[src/rtl/lds_pkg.sv]
package lds_pkg;
  typedef enum logic {
    SCAN_DOWN = 1'b0,
    SCAN_UP   = 1'b1
  } scan_dir_e;
endpackage

[src/rtl/lds_pointer.sv]
// One-hot group pointer with direction and centre-skip next-state logic.
module lds_pointer #(
  parameter int GROUPS   = 103,
  parameter int SKIP_LO  = 50,
  parameter int SKIP_CNT = 3
) (
  input  logic              clk,
  input  logic              rst_n,
  input  logic              tick,
  input  logic              start,
  input  logic              clear,
  input  lds_pkg::scan_dir_e dir,
  input  logic              narrow,
  output logic [GROUPS-1:0] ptr,
  output logic              at_last
);
  localparam int SKIP_HI = SKIP_LO + SKIP_CNT - 1;
  localparam bit HAS_SKIP = (SKIP_CNT > 0);

  logic [GROUPS-1:0] first_oh, next_oh;
  logic              active;

  assign active = |ptr;

  always_comb begin
    first_oh = '0;
    if (dir == lds_pkg::SCAN_UP) first_oh[0] = 1'b1;
    else                         first_oh[GROUPS-1] = 1'b1;
  end

  always_comb begin
    if (dir == lds_pkg::SCAN_UP) begin
      next_oh = ptr << 1;
      if (HAS_SKIP && narrow && ptr[SKIP_LO-1]) begin
        next_oh = '0;
        next_oh[SKIP_HI+1] = 1'b1;
      end
    end else begin
      next_oh = ptr >> 1;
      if (HAS_SKIP && narrow && ptr[SKIP_HI+1]) begin
        next_oh = '0;
        next_oh[SKIP_LO-1] = 1'b1;
      end
    end
  end

  always_ff @(posedge clk) begin
    if (!rst_n || clear)       ptr <= '0;
    else if (tick) begin
      if (start)               ptr <= first_oh;
      else if (active)         ptr <= next_oh;
    end
  end

  assign at_last = (dir == lds_pkg::SCAN_UP) ? ptr[GROUPS-1] : ptr[0];
endmodule

[src/rtl/lds_group_store.sv]
// Line register: one word-wide slot per group, written when its pointer bit is set.
module lds_group_store #(
  parameter int GROUPS = 103,
  parameter int WORD_W = 18
) (
  input  logic                     clk,
  input  logic                     rst_n,
  input  logic                     load,
  input  logic [GROUPS-1:0]        sel,
  input  logic [WORD_W-1:0]        word,
  output logic [GROUPS*WORD_W-1:0] line
);
  for (genvar g = 0; g < GROUPS; g++) begin : g_slot
    logic [WORD_W-1:0] slot_q;
    always_ff @(posedge clk) begin
      if (!rst_n)                slot_q <= '0;
      else if (load && sel[g])   slot_q <= word;
    end
    assign line[g*WORD_W +: WORD_W] = slot_q;
  end
endmodule

[src/rtl/lds_pins.sv]
// Start/cascade pin role selection for both scan directions.
module lds_pins (
  input  lds_pkg::scan_dir_e dir,
  input  logic a_in,
  input  logic b_in,
  input  logic cascade,
  output logic start,
  output logic a_out,
  output logic a_oe,
  output logic b_out,
  output logic b_oe
);
  logic up;
  assign up    = (dir == lds_pkg::SCAN_UP);
  assign start = up ? a_in : b_in;
  assign a_oe  = !up;
  assign b_oe  = up;
  assign a_out = !up && cascade;
  assign b_out = up && cascade;
endmodule

[src/rtl/line_sampler.sv]
module line_sampler #(
  parameter int GROUPS   = 103,
  parameter int LANES    = 3,
  parameter int PIX_W    = 6,
  parameter int SKIP_LO  = 50,
  parameter int SKIP_CNT = 3,
  localparam int WORD_W  = LANES * PIX_W,
  localparam int LINE_W  = GROUPS * WORD_W
) (
  input  logic              clk,
  input  logic              rst_n,
  input  logic              pix_valid,
  output logic              pix_ready,
  input  logic [WORD_W-1:0] pix_data,
  input  logic              dir_up,
  input  logic              narrow,
  input  logic              line_latch,
  input  logic              a_in,
  output logic              a_out,
  output logic              a_oe,
  input  logic              b_in,
  output logic              b_out,
  output logic              b_oe,
  output logic [LINE_W-1:0] line_data
);
  lds_pkg::scan_dir_e dir;
  logic [GROUPS-1:0]  ptr;
  logic               start_sel, at_last, store;

  assign dir       = dir_up ? lds_pkg::SCAN_UP : lds_pkg::SCAN_DOWN;
  assign pix_ready = (|ptr) && !start_sel;
  assign store     = pix_valid && pix_ready;

  lds_pins u_pins (
    .dir(dir), .a_in(a_in), .b_in(b_in), .cascade(at_last),
    .start(start_sel), .a_out(a_out), .a_oe(a_oe), .b_out(b_out), .b_oe(b_oe)
  );

  lds_pointer #(.GROUPS(GROUPS), .SKIP_LO(SKIP_LO), .SKIP_CNT(SKIP_CNT)) u_ptr (
    .clk(clk), .rst_n(rst_n), .tick(pix_valid), .start(start_sel),
    .clear(line_latch), .dir(dir), .narrow(narrow), .ptr(ptr), .at_last(at_last)
  );

  lds_group_store #(.GROUPS(GROUPS), .WORD_W(WORD_W)) u_store (
    .clk(clk), .rst_n(rst_n), .load(store), .sel(ptr), .word(pix_data),
    .line(line_data)
  );
endmodule

[config.mk]
export PLATFORM = sky130hd
export DESIGN_NAME = line_sampler
export DESIGN_NICKNAME = d
export VERILOG_FILES = /design/src/rtl/lds_pkg.sv /design/src/rtl/lds_pointer.sv /design/src/rtl/lds_group_store.sv /design/src/rtl/lds_pins.sv /design/src/rtl/line_sampler.sv
export SDC_FILE = /design/constraint.sdc
export NUM_CORES = 2
export LEC_CHECK = 0
export BUFFER_PORTS_ARGS = -buffer_cell sky130_fd_sc_hd__buf_4
export CAP_MARGIN = 20
export CORE_AREA = 3 3 739 741
export CTS_BUF_LIST = sky130_fd_sc_hd__clkbuf_8 sky130_fd_sc_hd__clkbuf_16
export DETAILED_ROUTE_END_ITERATION = 6
export DIE_AREA = 0 0 742 744
export HOLD_SLACK_MARGIN = 0.15
export SYNTH_ARGS = -nofsm -noshare
export SYNTH_HDL_FRONTEND = slang
export SYNTH_SLANG_ARGS = --single-unit
[constraint.sdc]
create_clock -name clk -period 1.7 [get_ports clk]
set_input_delay 0.085 -clock clk [delete_from_list [all_inputs] [get_ports clk]]
set_output_delay 0.085 -clock clk [all_outputs]
set_load 0.02 [all_outputs]
==> out/metrics.yaml <==
routing:
  vias_per_cell: 3.808
  vias: 69210
  dr.pass1.iters: 7
  drtIter0Drc: 5506
  drt_wl_total_um: 395200
  drc: 5
  postRouteAntennaNets: 0
  wl_per_cell_um: 21.74
place:
  portBuffers: 1884
  dpl_cell_area_um2: 101800
  dp_cells: 17680
  routabilityCongestion: 0.8311
  dp_hpwl_um: 294900
  dp_slack_ns: -0.6555
yosys:
  syn_inst: 8777
  avgSynthCellArea_um2: 8.497
  ys_seq_area_share_pct: 52.53
  ys_seq_elements: 1957
  ys_warn_count: 0
  synth_area_leader_cell: "dfxtp_1"
  synthDominantCellAreaShare_pct: 52.53
  yosys-top-cells-area: "dfxtp_1, nand2_1, a21boi_0, clkbuf_1, buf_4"
  synth_most_common_cell: "nand2_1"
  synth_nets: 8803
  synth-edff-count: 0
  syn_area_um2: 74580
  yosys-top-cells-count: "nand2_1, dfxtp_1, a21boi_0"
  synth_ff_type: "dfxtp_1"
  synthArstFlopShare_pct: 0
  yosysUniqueCellTypes: 25
die:
  core-area_um2: 540200
  start_util_pct: 13.81
  die_height_um: 744
  chipWidth_um: 742
  io_pins: 1885
  rows: 270
  dieArea_um2: 552000
run:
  maxCapViolations: 0
worst_setup_path:
  path_cells: "nor4_4 > nand4_1 > nor3_2 > buf_4 > nand2_4 > and3_4 > buf_12"
  crit_required_ns: 1.62
  max_stage_delay_ns: 0.34
  cp_max_fo: 2
  endpoint_kind: "output pin"
  slowest_stage: "dfxtp_2"
  critPathKind: "reg -> out"
  crit_path_start_kind: "register"
  crit_family: "simple AND/OR/NAND/NOR gates"
  crit_buf_inv: 2
  critical_path_arrival_ns: 2.67
sta:
  final.setup_skew_ns: 0.1199
  finalSetupViolCount: 256
  slew_headroom_pct: 40.86
  finalHoldViolCount: 0
  timing.final.ws_setup_ns: -1.056
  rsz0062_at_grt: "true"
  fin_crit_ns: 2.756
  finalCritPeriodShare_pct: 162.1
  fmax_mhz: 362.9
  worst_slew_pin_slew_ns: 0.8842
  drv_slew: 0
status:
  outcome: "finished with violations"
  violations: "DRC, setup timing"
cells_and_area:
  final_cells: 18180
  fin_util_pct: 20.68
  fillers: 59340
  design_area_um2: 111700
  drive_gt1_share_pct: 29.18
  multi_input_area_um2: 32590
  nets: 10790
  register_area_um2: 39310
  syn_to_final_growth_pct: 49.82
clock_network:
  clockBufferDepth: 4
  cts.htree.levels: 4
  root_buffer: "clkbuf_16"
  cts.sinks: 1957
  clkTransAtPathRegs_ns: 0.06
  cts_tree: "done"
  cts_buffers: 217
  insertion_delay_ns: 1.00
pwr:
  power.leakage_nw: 41.57
  p_total_mw: 99.42
  powerDensity_nw_per_um2: 889.8
  ir_worst_vdd_mv: 0.8523
global_routing:
  grt_max_degree: 132
  gr-total-overflow: 0
  grt_use_total_pct: 13.41
  grt_pass1_vias: 65750
  antenna_found_initial: 41
  grt_pass1_wl_um: 532000
worst_hold_path:
  hp-class: "in -> reg"
per-layer routing:
layer	track usage (%)	up-vias	part of all wire, %
li1	-	32340	-
met1	16.29	33410	40
met2	22.48	2805	47
met3	3.358	651	8.0
met4	5.659	2	4.8
met5	0	-	0.0028
worst paths after layout:
path / startpoint / to / slack [ns] / cells after the start
max: u_ptr.ptr[38] / pix_ready / -1.06 / 7
max reg2reg: u_ptr.ptr[52] / u_ptr.ptr[91] / -0.88 / 11
min reg2reg: u_store.g_slot[25].slot_q[13] / u_store.g_slot[25].slot_q[13] / 0.45 / 2
min: pix_data[1] / u_store.g_slot[29].slot_q[1] / 0.25 / 5
worst register-to-register path: stages (launching register included):
cell	delay, ns
dfxtp_2	0.33
nor4_2	0.27
buf_4	0.16
nand4_1	0.16
nor4_4	0.37
buf_4	0.17
nand4_1	0.20
a21boi_4	0.30
buf_8	0.19
buf_12	0.13
buf_12	0.12
o2bb2ai_2	0.11
sequential cells by signal (all words and copies together) (netlist names):
name / cells
u_store.g_slot.slot_q: 1854
u_ptr.ptr: 103
cell families (layout without fill, tap and decap cells):
kind of cell	Yosys count	in the layout	share of synthesized area, %
compound gates	2061	2061	20.89
buf+inv	784	2949	5.127
flops	1957	1957	52.53
mux	2	2	0.02685
other cells	0	27	0
simple gates	3973	3973	21.42
report_power, final:
group          leakage, nW  switching, mW  internal, mW
logic                 22.0           3.04          1.68
registers             15.8        0.00223          45.8
clock network         3.82           20.9          27.9
cells in the final DEF (no fill, tap or decap), drive strengths merged:
master / n
nand2: 3823
buf: 2503
dfxtp: 1957
a21boi: 1855
clkbuf: 289
and2: 104
o2bb2ai: 101
a22oi: 98
inv: 54
dlygate4sd3: 42
clkinv: 42
diode: 27
nor4: 26
bufinv: 11
clkinvlp: 7
nand4: 7
a21oi: 7
nor2: 4
nor3: 2
and3: 2
nand3b: 2
mux2i: 2
nor2b: 2
nand3: 1
dlymetal6s4s: 1
cell type report:
type	count	area share, %
multi-input cells	6036	29.17
diodes	27	0.06047
repair buffers	2553	20.89
clock buffers	282	5.671
clock inverters	113	0.9530
flip-flops and latches	1957	35.18
inverters	1	0.006719
well taps	7208	8.072
metrics by stage:
stage | setup TNS [ns] | hold WS [ns]
5_1_grt | -106.32 | 0.1731
6_report | -84.94 | 0.2521
4_1_cts | -81.52 | 0.1560
3_5_place_dp | -383.68 | 0.4195
2_1_floorplan | -12.45 | 0.2826
3_3_place_gp | -307.75 | 0.4089
timing repair:
| item | in CTS | in global routing |
|---|---|---|
| hold buffers | 42 | 3 |
| resized for setup | 274 | 90 |
| pin swaps | 16 | 10 |
| endpoints found under the setup margin | 214 | 875 |
| setup buffers | 16 | 11 |
| endpoints found under the hold margin | 1957 | 65 |
| cloned | 9 | 7 |
No activity file was read; power rests on OpenSTA's default activity.
